<file path="src/rtl/pms_pkg.sv">
package pms_pkg;
    typedef enum logic [2:0] {
        ST_PWRDN = 3'd0,
        ST_DELAY = 3'd1,
        ST_SHORT = 3'd2,
        ST_RUN   = 3'd3,
        ST_HALT  = 3'd4,
        ST_STOP  = 3'd5
    } pms_state_e;

    typedef struct packed {
        pms_state_e state;
    } pms_seq_t;
endpackage

</file>
<file path="src/rtl/pms_rise.sv">
module pms_rise (
    input  logic clk,
    input  logic rst_n,
    input  logic din,
    output logic rise
);
    logic prev_d, prev_q;

    always_comb begin
        prev_d = din;
        rise   = din & ~prev_q;
    end

    always_ff @(posedge clk or negedge rst_n) begin
        if (!rst_n) prev_q <= 1'b0;
        else        prev_q <= prev_d;
    end
endmodule

</file>
<file path="src/rtl/pms_dly_ctr.sv">
module pms_dly_ctr #(
    parameter int TICKS = 5000,
    localparam int CW   = (TICKS > 1) ? $clog2(TICKS) : 1
) (
    input  logic          clk,
    input  logic          rst_n,
    input  logic          clr,
    input  logic          step,
    output logic [CW-1:0] cnt,
    output logic          at_last
);
    localparam logic [CW-1:0] LAST = CW'(TICKS - 1);

    logic [CW-1:0] cnt_d, cnt_q;

    always_comb begin
        at_last = (cnt_q == LAST);
        cnt_d   = cnt_q;
        if (clr)                  cnt_d = '0;
        else if (step && !at_last) cnt_d = cnt_q + 1'b1;
        cnt = cnt_q;
    end

    always_ff @(posedge clk or negedge rst_n) begin
        if (!rst_n) cnt_q <= '0;
        else        cnt_q <= cnt_d;
    end
endmodule

</file>
<file path="src/rtl/pms_out_dec.sv">
module pms_out_dec
    import pms_pkg::*;
#(
    parameter int              VEC_W       = 16,
    parameter logic [VEC_W-1:0] RESTART_VEC = 16'h000C
) (
    input  pms_state_e       state,
    output logic             core_rst,
    output logic             cpu_clk_en,
    output logic             osc_en,
    output logic             periph_clk_en,
    output logic [VEC_W-1:0] restart_vec
);
    always_comb begin
        core_rst      = (state == ST_PWRDN) || (state == ST_DELAY) || (state == ST_SHORT);
        cpu_clk_en    = (state == ST_RUN);
        periph_clk_en = (state == ST_RUN) || (state == ST_HALT);
        osc_en        = (state != ST_STOP);
        restart_vec   = core_rst ? RESTART_VEC : '0;
    end
endmodule

</file>
<file path="src/rtl/pms_seq.sv">
module pms_seq
    import pms_pkg::*;
#(
    parameter int               DELAY_TICKS = 5000,
    parameter int               VEC_W       = 16,
    parameter logic [VEC_W-1:0] RESTART_VEC = 16'h000C,
    localparam int              CW          = (DELAY_TICKS > 1) ? $clog2(DELAY_TICKS) : 1
) (
    input  logic             clk,
    input  logic             rst_n,
    input  logic             slow_tick,
    input  logic             pwr_ok,
    input  logic             ext_rst_n,
    input  logic             wdt_timeout,
    input  logic             stop_recov,
    input  logic             smr_delay_en,
    input  logic             halt_req,
    input  logic             stop_req,
    input  logic             pipe_empty,
    input  logic             irq_pending,
    output logic             core_rst,
    output logic             cpu_clk_en,
    output logic             osc_en,
    output logic             periph_clk_en,
    output logic [VEC_W-1:0] restart_vec
);
    pms_seq_t      seq_d, seq_q;
    logic          pwr_rise;
    logic          dly_clr;
    logic          dly_step;
    logic          dly_last;
    logic [CW-1:0] dly_cnt;

    pms_rise u_rise (
        .clk   (clk),
        .rst_n (rst_n),
        .din   (pwr_ok),
        .rise  (pwr_rise)
    );

    pms_dly_ctr #(.TICKS(DELAY_TICKS)) u_ctr (
        .clk     (clk),
        .rst_n   (rst_n),
        .clr     (dly_clr),
        .step    (dly_step),
        .cnt     (dly_cnt),
        .at_last (dly_last)
    );

    always_comb begin
        seq_d   = seq_q;
        dly_clr = 1'b0;
        if (!pwr_ok) begin
            seq_d.state = ST_PWRDN;
        end else if (pwr_rise || wdt_timeout) begin
            seq_d.state = ST_DELAY;
            dly_clr     = 1'b1;
        end else begin
            unique case (seq_q.state)
                ST_PWRDN: begin
                    seq_d.state = ST_DELAY;
                    dly_clr     = 1'b1;
                end
                ST_DELAY: begin
                    if (slow_tick && dly_last) seq_d.state = ST_RUN;
                end
                ST_SHORT: begin
                    if (ext_rst_n) seq_d.state = ST_RUN;
                end
                ST_RUN: begin
                    if (!ext_rst_n)                  seq_d.state = ST_SHORT;
                    else if (pipe_empty && stop_req) seq_d.state = ST_STOP;
                    else if (pipe_empty && halt_req) seq_d.state = ST_HALT;
                end
                ST_HALT: begin
                    if (!ext_rst_n)       seq_d.state = ST_SHORT;
                    else if (irq_pending) seq_d.state = ST_RUN;
                end
                ST_STOP: begin
                    if (!ext_rst_n) begin
                        seq_d.state = ST_SHORT;
                    end else if (stop_recov) begin
                        if (smr_delay_en) begin
                            seq_d.state = ST_DELAY;
                            dly_clr     = 1'b1;
                        end else begin
                            seq_d.state = ST_SHORT;
                        end
                    end
                end
                default: seq_d.state = ST_PWRDN;
            endcase
        end
        dly_step = (seq_q.state == ST_DELAY) && slow_tick && !dly_clr;
    end

    always_ff @(posedge clk or negedge rst_n) begin
        if (!rst_n) seq_q <= '{state: ST_PWRDN};
        else        seq_q <= seq_d;
    end

    pms_out_dec #(.VEC_W(VEC_W), .RESTART_VEC(RESTART_VEC)) u_dec (
        .state         (seq_q.state),
        .core_rst      (core_rst),
        .cpu_clk_en    (cpu_clk_en),
        .osc_en        (osc_en),
        .periph_clk_en (periph_clk_en),
        .restart_vec   (restart_vec)
    );
endmodule

</file>
<file path="config.mk">
export PLATFORM = sky130hd
export DESIGN_NAME = pms_seq
export DESIGN_NICKNAME = d
export VERILOG_FILES = /design/src/rtl/pms_pkg.sv /design/src/rtl/pms_rise.sv /design/src/rtl/pms_dly_ctr.sv /design/src/rtl/pms_out_dec.sv /design/src/rtl/pms_seq.sv
export SDC_FILE = /design/constraint.sdc
export NUM_CORES = 1
export LEC_CHECK = 0
export BUFFER_PORTS_ARGS = -buffer_cell sky130_fd_sc_hd__buf_2
export CAP_MARGIN = 20
export CORE_MARGIN = 2
export CORE_UTILIZATION = 42
export CTS_CLUSTER_DIAMETER = 40
export DETAILED_ROUTE_END_ITERATION = 16
export PLACE_DENSITY = 0.68
export SLEW_MARGIN = 20
export SYNTH_ARGS = -nofsm -noshare
export SYNTH_HDL_FRONTEND = slang
export SYNTH_SLANG_ARGS = --single-unit
</file>
<file path="constraint.sdc">
create_clock -name clk -period 3.2 [get_ports clk]
set_input_delay 0.32 -clock clk [delete_from_list [all_inputs] [get_ports clk]]
set_output_delay 0.32 -clock clk [all_outputs]
set_load 0.01 [all_outputs]
</file>
Word-level counts from Yosys, hierarchy flattened. Index checks and enable logic that the tools add are counted.

Register bits after elaboration: 17. Input bits: 12. Output and inout bits: 20. Logic and storage cells: 55.

Add/subtract/negate cells: 1. Equality and inequality tests: 12. Mux-type cells: 22. Bitwise gates (word level): 2. Reductions and logical operators: 15.

Operators by type and width (count): $mux 3 (11); $mux 13 (2); $pmux 3 s6 (1); $add 13x1->13 const B (1); $eq 13x13->1 const B (1); $ne 5x5->1 const B (2); $ne 4x4->1 const B (2); $eq 3x2->1 const B (2); $eq 3x3->1 const B (2); $logic_and 1x1->1 (6); $ne 6x3->1 const B (1); $mux 1 (5); $reduce_and 5->1 (1); $logic_or 1x1->1 (4); $mux 4 (1); $eq 3x1->1 const B (1); $logic_not 3->1 (1); $ne 3x3->1 const B (1); $logic_not 1->1 (2); $mux 2 (1); $pmux 1 s2 (1); $reduce_bool 2->1 (1); $and 1x1->1 (1); $not 1->1 (1).

Logic depth before layout (Yosys ltp). Gate-level depths: netlist of the first run.

Depth after elaboration: 11. Mapped depth: 7. Mapped depth without buffers: 6.

By module. Synthesis of the first run repeated with hierarchy kept, for this count alone.

Cell total of the unflattened synthesis: 135. Area, all modules: 1242.4 um^2.

Modules (own cells, without submodules): pms_dly_ctr (instances 1, cells an instance 72, area each 721.9 um^2, sequential area each 325.3 um^2); pms_seq (instances 1, cells an instance 38, area each 325.3 um^2, sequential area each 75.1 um^2); pms_out_dec (instances 1, cells an instance 23, area each 156.4 um^2, sequential area each 0.0 um^2); pms_rise (instances 1, cells an instance 2, area each 38.8 um^2, sequential area each 25.0 um^2).

Worst setup path after synthesis of the first run. OpenSTA, ideal clock, no wires.

Path kind: reg2reg. From: register u_ctr.cnt_q[0], in the netlist u_ctr.cnt[0]. To: register u_ctr.cnt_q[12], in the netlist u_ctr.cnt[12]. Setup time: 0.119 ns. Arrival: 1.356 ns. Data required time: 3.081 ns. Setup slack: 1.725 ns. Cell stages (with the launch flop): 8. Period minus slack after synthesis: 1.475 ns. Cells stage by stage: dfrtp_1 -> ha_1 -> and2_1 -> and4_1 -> buf_2 -> nand4_1 -> xor2_1 -> nor2_2.

Longest elaborated chain between the ends: 4. Elaborated cells on any way between the ends: 7.

Ends and longest elaborated chain: start, declared (line pms_dly_ctr.sv:14) `logic [CW-1:0] cnt_d, cnt_q;`; start signal, assigned (line pms_dly_ctr.sv:26) `else cnt_q <= cnt_d;`; parallel branches: the longest is 4 deep, another holds $add 13x1->13.

Parallel ways; which one is timed is not known. The select of a mux whose other input is x is not followed. A chain may end at the register's enable or synchronous reset.

Worst setup path in the final report of the first run.
From: register seq_q[2] (netlist name). To: register u_ctr.cnt_q[7], in the netlist u_ctr.cnt[7].

Longest elaborated chain between the ends: 8. Elaborated cells on any way between the ends: 12.

Ends and longest elaborated chain: start, declared (line pms_seq.sv:27) `pms_seq_t seq_d, seq_q;`; start signal, assigned (line pms_seq.sv:98) `if (!rst_n) seq_q <= '{state: ST_PWRDN};`; start signal, assigned (line pms_seq.sv:99) `else seq_q <= seq_d;`; $eq 3x3->1 or $logic_not 3->1 (tied branches) (line pms_seq.sv:59) `unique case (seq_q.state)`; $pmux 1 s2 (line pms_seq.sv:59); $mux 1 (line pms_seq.sv:55) `end else if (pwr_rise || wdt_timeout) begin`; $mux 1 (line pms_seq.sv:53) `if (!pwr_ok) begin`; $logic_not 1->1 (line pms_seq.sv:94) `dly_step = (seq_q.state == ST_DELAY) && slow_tick && !dly_clr;`; $logic_and 1x1->1 (line pms_seq.sv:94); $logic_and 1x1->1 (line pms_dly_ctr.sv:20) `else if (step && !at_last) cnt_d = cnt_q + 1'b1;`; $reduce_bool 2->1 (no source line).

Several ways; a longest one is shown, not always the timed one.

==> impl_metrics.tcl, run 1 <==
set metrics [dict create \
    outcome "complete, no violations" \
    num_vias 894 \
    critPathMaxStageDelay_ns 0.82 \
    io_buffers 17 \
    diodes 0 \
    synth-simple-area-share_pct 26.8 \
    synthMuxAreaShare_pct 1.85 \
    hold_buffers 1 \
    ys_seq_area_share_pct 37.0 \
    yosysUniqueCellTypes 34 \
    hold_viol 0 \
    critPathKind "reg2reg" \
    wl_um 1980 \
    crit_path_end_kind "flip-flop" \
    layout-drive-gt1-share_pct 17.5 \
    max-vdd-ir-drop_v 0.000209 \
    clock_skew_ns 0.00109 \
    start_util_pct 45.2 \
    cp.required_ns 3.34 \
    grt_pass1_vias 789 \
    area_growth_pct 4.89 \
    dr.pass1.iters 4 \
    finalSetupViolCount 0 \
    synth_top_family_by_area "simple AND/OR/NAND/NOR gates" \
    drt-wirelength-per-cell_um 11.4 \
    cts_sinks 17 \
    die_h_um 56.4 \
    synth_xor_area_share_pct 9.13 \
    grtUsageTotal_pct 13.9 \
    p_per_area_mw_per_mm2 321 \
    cap_violations 0 \
    setup_tns_ns 0 \
    critPathSlowestCell "a21oi_1" \
    min_path_type "in2reg" \
    dp.cells 168 \
    antenna_found_initial 0 \
    synth_enable_flop_cells 0 \
    synth_warnings 0 \
    slew_violations 0 \
    cts.clk_slew.worst_paths_ns 0.10 \
    yosys_most_used_dff "dfrtp_1" \
    syn_area_per_cell_sq_um 8.92 \
    post_cts_resized 0 \
    period_needed_ns 2.03 \
    syn_inst 129 \
    coreArea_sq_mm 0.00254 \
    synth_fa_ha_area_share_pct 1.09 \
    insertion_delay_ns 0.29 \
    remaining_drc_errors 0 \
    hpwl_um 1500 \
    num-fill-cells 249 \
    cts_buffers 3 \
    slew_headroom_pct 31.1 \
    vias_per_cell 5.17 \
    htreeDepth 1 \
    root_buffer "clkbuf_4" \
    cts_tree "done" \
    rsz0062_at_grt "false" \
    final_cell_mix "buf_2, dfrtp_1, conb_1" \
    gp_congestion 0.754 \
    synthArstFlopShare_pct 100 \
    die_area_sq_mm 0.00318 \
    cts_buffer_depth 2 \
    cp_cell_sequence "nand3_1, o22ai_1, nand2b_1, a21oi_1, nor2_1" \
    synth_area_sq_mm 0.00115 \
    gr-total-overflow 0 \
    grt_max_degree 18 \
    worstMarginPinSlew_ns 1.03 \
    ant_nets 0 \
    instances_no_fill 173 \
    core.rowCount 18 \
    synth-compound-area-share_pct 9.57 \
    critPathLaunchType "flip-flop" \
    post_cts_buffers 0 \
    detail_route.iter0.violations 10 \
    die_w_um 56.4 \
    fin_nets 157 \
    synth-seq-cells 17 \
    grt_pass1_wl_um 3540 \
    max_freq_ghz 0.493 \
    p_leak_nw 0.573 \
    critical_path_arrival_ns 2.17 \
    ios 32 \
    path_max_fanout 13 \
    post-route-period-util_pct 63.4 \
]
==> state kept, by name (all words and copies together), names as in the netlist <==
register       flops
u_ctr.cnt         13
u_rise.prev_q      1
seq_q              3
==> per-stage QoR <==
step	hold WS (ns)	area (sq um)	power [mW]	setup slack [ns]	util, %
CTS	0.184	1210	0.390	1.16	47.4
detailed placement	0.263	1170	0.275	1.17	46.0
finish	0.181	1210	0.388	1.17	47.4
floorplan	0.0244	1200	0.270	1.73	-
global route	0.182	1210	0.407	0.974	47.4
global placement	0.258	1170	0.274	1.25	46.0
==> per-layer routing <==
metal	part of all wire, %	GRT usage [%]	vias up
met4	1.7	5.10	0
met2	48	21.3	25
met3	3.3	2.07	7
met5	0	0	-
li1	-	-	444
met1	47	19.7	418
==> cells in the mapped netlist, types with 3 or more instances <==
cell	instances	share of area (%)
nand3_1	9	3.9
nand2_1	6	2.0
nor2_1	12	3.9
buf_4	19	12
o22ai_1	4	2.2
xor2_1	11	8.4
o21ai_0	3	1.3
dfrtp_1	17	37
nand4_1	5	2.7
a21oi_1	5	2.2
inv_1	3	0.98
nand2b_1	5	2.7
and3_1	3	1.6
==> area by class of cell <==
cell class / instances / area [sq um] / share of cell area [%]
Clock buffer: 3 / 22.5 / 1.87
Clock inverter: 1 / 5.00 / 0.415
Inverter: 3 / 11.3 / 0.933
Multi-Input combinational cell: 101 / 611 / 50.6
Sequential cell: 17 / 425 / 35.2
Tap cell: 30 / 37.5 / 3.11
Timing Repair Buffer: 18 / 95.1 / 7.88
==> power breakdown <==
group | switching (mW) | total (mW) | internal (mW)
clock network | 0.0697 | 0.116 | 0.0466
registers | 0.00551 | 0.224 | 0.219
logic | 0.0302 | 0.0473 | 0.0171
==> worst paths after layout <==
path / endpoint / from / depth (start not counted) / slack (ns)
max: u_ctr.cnt[7] / seq_q[2] / 5 / 1.17
min: u_rise.prev_q / pwr_ok / 1 / 0.18
max reg2reg: u_ctr.cnt[7] / seq_q[2] / 5 / 1.17
min reg2reg: u_ctr.cnt[8] / u_ctr.cnt[8] / 2 / 0.56
max in group asynchronous: u_ctr.cnt[12] / rst_n / 2 / 2.48
min in group asynchronous: u_ctr.cnt[2] / rst_n / 2 / 0.45
==> worst max-delay path: cells and delay by family, from the launching register on <==
| family | cells | cell delay, ns |
|---|---|---|
| AOI/OAI and AO/OA | 2 | 0.95 |
| DFF | 1 | 0.60 |
| and+or+nand+nor | 3 | 0.32 |
==> cells by family after synthesis <==
kind of cell,count (synthesis)
xor+xnor,12
mux,2
flops,17
buf+inv,24
other cells,1
fa+ha+maj,1
compound gates,17
simple gates,55
No activity file was read; power rests on OpenSTA's default activity.
==> run 2, diff against run 1 <==
==> constraint.sdc (replaced) <==
create_clock -name clk -period 1.9 [get_ports clk]
set_input_delay 0.19 -clock clk [delete_from_list [all_inputs] [get_ports clk]]
set_output_delay 0.19 -clock clk [all_outputs]
set_load 0.01 [all_outputs]
==> impl_metrics.tcl, run 2 (synthesis gave the netlist of run 1 again) <==
set metrics [dict create \
    start_util_pct 45.2 \
    cts.clk_slew.worst_paths_ns 0.10 \
    die_area_sq_mm 0.00318 \
    dp.cells 170 \
    io_buffers 17 \
    place_area_sq_mm 0.00118 \
    fin_nets 159 \
    final_util_pct 48.0 \
    cts_sinks 17 \
    post-route-period-util_pct 86.5 \
    hold_buffers 1 \
    coreArea_sq_mm 0.00254 \
    p_sw_share_pct 26.5 \
    p_int_mw 0.478 \
    design_area_sq_mm 0.00122 \
    cts_tree "done" \
    insertion_delay_ns 0.29 \
    critical_path_arrival_ns 1.85 \
    diodes 0 \
    root_buffer "clkbuf_4" \
    hold_path_startpoint "pwr_ok" \
    p_per_area_mw_per_mm2 533 \
    ios 32 \
    grtUsageTotal_pct 13.1 \
    num-fill-cells 243 \
    cts_buffer_depth 2 \
    antenna_found_initial 0 \
    post_cts_buffers 0 \
    slew_violations 0 \
    wl_um 1880 \
    ant_nets 0 \
    drt-wirelength-per-cell_um 10.7 \
    comb_power_share_pct 13.0 \
    wl_met1_um 945 \
    seqPwrFrac_pct 57.7 \
    htreeDepth 1 \
    num_vias 869 \
    top_layer "met4" \
    startpoint "u_ctr.cnt[4]" \
    crit_path_end_kind "flip-flop" \
    max-vdd-ir-drop_v 0.000455 \
    cts_buffers 3 \
    vias_per_cell 4.97 \
    clock_skew_ns 0.00746 \
    critPathKind "reg2reg" \
    path_max_fanout 5 \
    regToRegStartpoint "u_ctr.cnt[4]" \
    grt_max_degree 18 \
    dr.pass1.iters 4 \
    critPathLaunchType "flip-flop" \
    gr-total-overflow 0 \
    layout-drive-gt1-share_pct 18.6 \
    cp.required_ns 2.11 \
    met3_wirelength_um 72 \
    finalSetupViolCount 0 \
    post_cts_resized 0 \
    area_growth_pct 6.20 \
    die_h_um 56.4 \
    core.rowCount 18 \
    final_cell_mix "buf_2, dfrtp_1, conb_1" \
    largest_register_ffs 13 \
    min_path_type "in2reg" \
    period_needed_ns 1.64 \
    max_freq_ghz 0.609 \
    hpwl_um 1470 \
    setup_tns_ns 0 \
    die_w_um 56.4 \
    rsz0062_at_grt "false" \
    grt_pass1_vias 790 \
    grt_pass1_wl_um 3390 \
    power.switching_mw 0.173 \
    cap_violations 0 \
    remaining_drc_errors 0 \
    instances_no_fill 175 \
    route.met2.wl_um 837 \
    hold_viol 0 \
    detail_route.iter0.violations 10 \
    p_leak_nw 0.583 \
    outcome "complete, no violations" \
    gp_congestion 0.792 \
    power.share.clock_pct 29.3 \
]
==> run 2: cell count changes in the layout (fill, tap and decap cells not counted) <==
cell	change
buf_4	+2
==> run 2: through the flow <==
| stage | power, mW | hold WS (ns) | setup slack (ns) |
|---|---|---|---|
| finish | 0.651 | 0.0532 | 0.257 |
| CTS | 0.661 | 0.0460 | 0.251 |
| floorplan | 0.455 | -0.106 | 0.425 |
| global placement | 0.465 | 0.122 | 0.277 |
| global route | 0.683 | 0.0479 | 0.0385 |
| detailed placement | 0.466 | 0.128 | 0.298 |
==> run 2: worst max-delay path, stage by stage, from the launching register on <==
cell and delay (ns):
dfrtp_1 0.44, nor4bb_1 0.29, nand4_1 0.21, o21ai_0 0.27, nand4_1 0.15, a211oi_2 0.19
==> run 2: metal layers <==
metal  up-vias  GRT usage (%)
met1       399           18.8
met4         0           5.78
li1        448              -
met2        18           19.8
met5         -              0
met3         4           1.61
==> run 2: cell type report <==
type,count,area (sq um),share of cell area (%)
tap,30,37.5,3.07
clock inverter,1,5.00,0.409
timing repair buffer,20,110,9.01
multi-input combinational,101,611,49.9
inverter,3,11.3,0.921
sequential,17,425,34.8
clock buffer,3,22.5,1.84
==> run 2: power groups by stage <==
stage	sequential [mW]	clock (mW)	combinational (mW)
floorplan	0.380	0	0.0748
global placement	0.383	0	0.0818
detailed placement	0.383	0	0.0833
CTS	0.376	0.200	0.0852
global route	0.377	0.209	0.0971
finish	0.376	0.190	0.0849
==> run 2: worst paths after layout <==
kind	to	slack, ns	depth (start not counted)
max	seq_q[1]	0.26	5
max in group asynchronous	seq_q[2]	1.29	2
min in group asynchronous	u_ctr.cnt[2]	0.33	2
min	u_rise.prev_q	0.05	1
max reg2reg	seq_q[1]	0.26	5
min reg2reg	u_ctr.cnt[8]	0.56	2
==> run 3, diff against run 2 <==
--- a/config.mk
+++ b/config.mk
@@ -8,10 +8,11 @@
 export BUFFER_PORTS_ARGS = -buffer_cell sky130_fd_sc_hd__buf_2
 export CAP_MARGIN = 20
 export CORE_MARGIN = 2
-export CORE_UTILIZATION = 42
+export CORE_UTILIZATION = 35
 export CTS_CLUSTER_DIAMETER = 40
 export DETAILED_ROUTE_END_ITERATION = 16
-export PLACE_DENSITY = 0.68
+export PLACE_DENSITY = 0.59
+export RECOVER_POWER = 25
 export SLEW_MARGIN = 20
 export SYNTH_ARGS = -nofsm -noshare
 export SYNTH_HDL_FRONTEND = slang
==> impl_metrics.tcl, run 3 (synthesis gave the netlist of run 1 again) <==
set metrics [dict create \
    area_growth_pct 6.85 \
    antenna_found_initial 0 \
    die_h_um 61.4 \
    setup_ws_ns 0.187 \
    post_cts_buffers 0 \
    min_path_type "in2reg" \
    clock_skew_ns 0.00944 \
    hold_viol 0 \
    grtUsageTotal_pct 12.2 \
    p_leak_nw 0.572 \
    power.total_mw 0.648 \
    drt-wirelength-per-cell_um 10.4 \
    grt_max_degree 18 \
    period_needed_ns 1.71 \
    cts_sinks 17 \
    start_util_pct 37.1 \
    critPathTopFamily "flip-flops" \
    cp_cell_sequence "mux2_2, o22ai_1, a21oi_1, nand2b_1, a211oi_2" \
    critPathSlowestCell "dfrtp_1" \
    r2r-end "seq_q[1]" \
    rsz0062_at_grt "false" \
    cts.clk_slew.worst_paths_ns 0.09 \
    timing.reg2reg.setup_slack_ns 0.19 \
    final_cell_mix "dfrtp_1, buf_2, conb_1" \
    cap_violations 0 \
    multiInputGateArea_sq_um 611 \
    gp_congestion 0.815 \
    largest_register_ffs 13 \
    diodes 0 \
    cts_buffers 3 \
    cp.required_ns 2.11 \
    max-vdd-ir-drop_v 0.000316 \
    crit_path_end_kind "flip-flop" \
    die_area_sq_mm 0.00376 \
    num_vias 878 \
    io_buffers 17 \
    outcome "complete, no violations" \
    vias_per_cell 4.67 \
    ios 32 \
    layout-drive-gt1-share_pct 16.7 \
    holdPathEnd "u_rise.prev_q" \
    critPathLaunchType "flip-flop" \
    detail_route.iter0.violations 31 \
    regToRegStartpoint "seq_q[0]" \
    p_per_area_mw_per_mm2 527 \
    dp.cells 183 \
    grt_pass1_wl_um 3460 \
    dp_slack_ns 0.188 \
    instances_no_fill 188 \
    critPathMaxStageDelay_ns 0.60 \
    path_buf_inv 0 \
    critical_path_arrival_ns 1.92 \
    core.rowCount 20 \
    slew_violations 0 \
    worstMarginPinSlew_ns 0.893 \
    post-route-period-util_pct 90.2 \
    finalSetupViolCount 0 \
    wl_um 1960 \
    final_util_pct 39.6 \
    coreArea_sq_mm 0.00310 \
    worstHoldPathCells 1 \
    htreeDepth 1 \
    cts_buffer_depth 2 \
    ant_nets 0 \
    root_buffer "clkbuf_4" \
    grt_pass1_vias 799 \
    hold_path_startpoint "pwr_ok" \
    gr-total-overflow 0 \
    hpwl_um 1510 \
    reg2reg_depth 5 \
    die_w_um 61.4 \
    final_common_cell "dfrtp_1" \
    remaining_drc_errors 0 \
    slew_headroom_pct 40.5 \
    critPathKind "reg2reg" \
    dr.pass1.iters 4 \
    path_max_fanout 15 \
    cts_tree "done" \
    max_freq_ghz 0.584 \
    insertion_delay_ns 0.29 \
    regArea_sq_um 425 \
    fin_nets 158 \
    num-fill-cells 326 \
    setup_tns_ns 0 \
]
==> run 3: how the worst max path moves through the flow <==
stage	to	slack, ns	from	cells past startpoint
5_1_grt	u_ctr.cnt[12]	0.03	seq_q[0]	5
3_5_place_dp	u_ctr.cnt[12]	0.19	seq_q[0]	5
4_1_cts	u_ctr.cnt[12]	0.17	seq_q[0]	5
2_1_floorplan	u_ctr.cnt[12]	0.43	u_ctr.cnt[0]	7
3_3_place_gp	u_ctr.cnt[12]	0.22	seq_q[0]	5
6_report	seq_q[1]	0.19	seq_q[0]	5
==> run 3: per-stage QoR <==
stage / instance area (sq um) / hold WS, ns
6_report: 1230 / 0.0712
5_1_grt: 1230 / 0.0800
4_1_cts: 1230 / 0.0426
3_5_place_dp: 1190 / 0.133
3_3_place_gp: 1190 / 0.126
2_1_floorplan: 1200 / -0.106
==> run 3: layout make-up <==
cell class | count | area share, %
clock inverter | 1 | 0.407
tap | 44 | 4.48
inverter | 3 | 0.916
multi-input combinational | 101 | 49.6
sequential | 17 | 34.6
clock buffer | 3 | 1.83
timing repair buffer | 19 | 8.14
==> run 3: per-layer routing <==
| layer | vias up | track usage (%) | part of all wire (%) |
|---|---|---|---|
| met5 | - | 0 | 0 |
| met4 | 0 | 5.47 | 1.1 |
| met3 | 4 | 1.26 | 3.8 |
| met2 | 21 | 20.4 | 50 |
| met1 | 408 | 16.1 | 45 |
| li1 | 445 | - | - |
==> run 3: what timing repair did <==
item	CTS	global route
endpoints found under the hold margin	17	0
hold buffers	1	0
gates resized for setup	0	0
==> run 3: where the power goes <==
part	internal (mW)	switching [mW]	leakage (nW)
Clock	0.0783	0.112	0.0177
Sequential	0.368	0.00907	0.232
Combinational	0.0300	0.0508	0.323
==> run 3: worst reg2reg max path: stages, from the launching register on <==
cell,delay (ns)
dfrtp_1,0.60
mux2_2,0.39
o22ai_1,0.13
a21oi_1,0.13
nand2b_1,0.17
a211oi_2,0.21
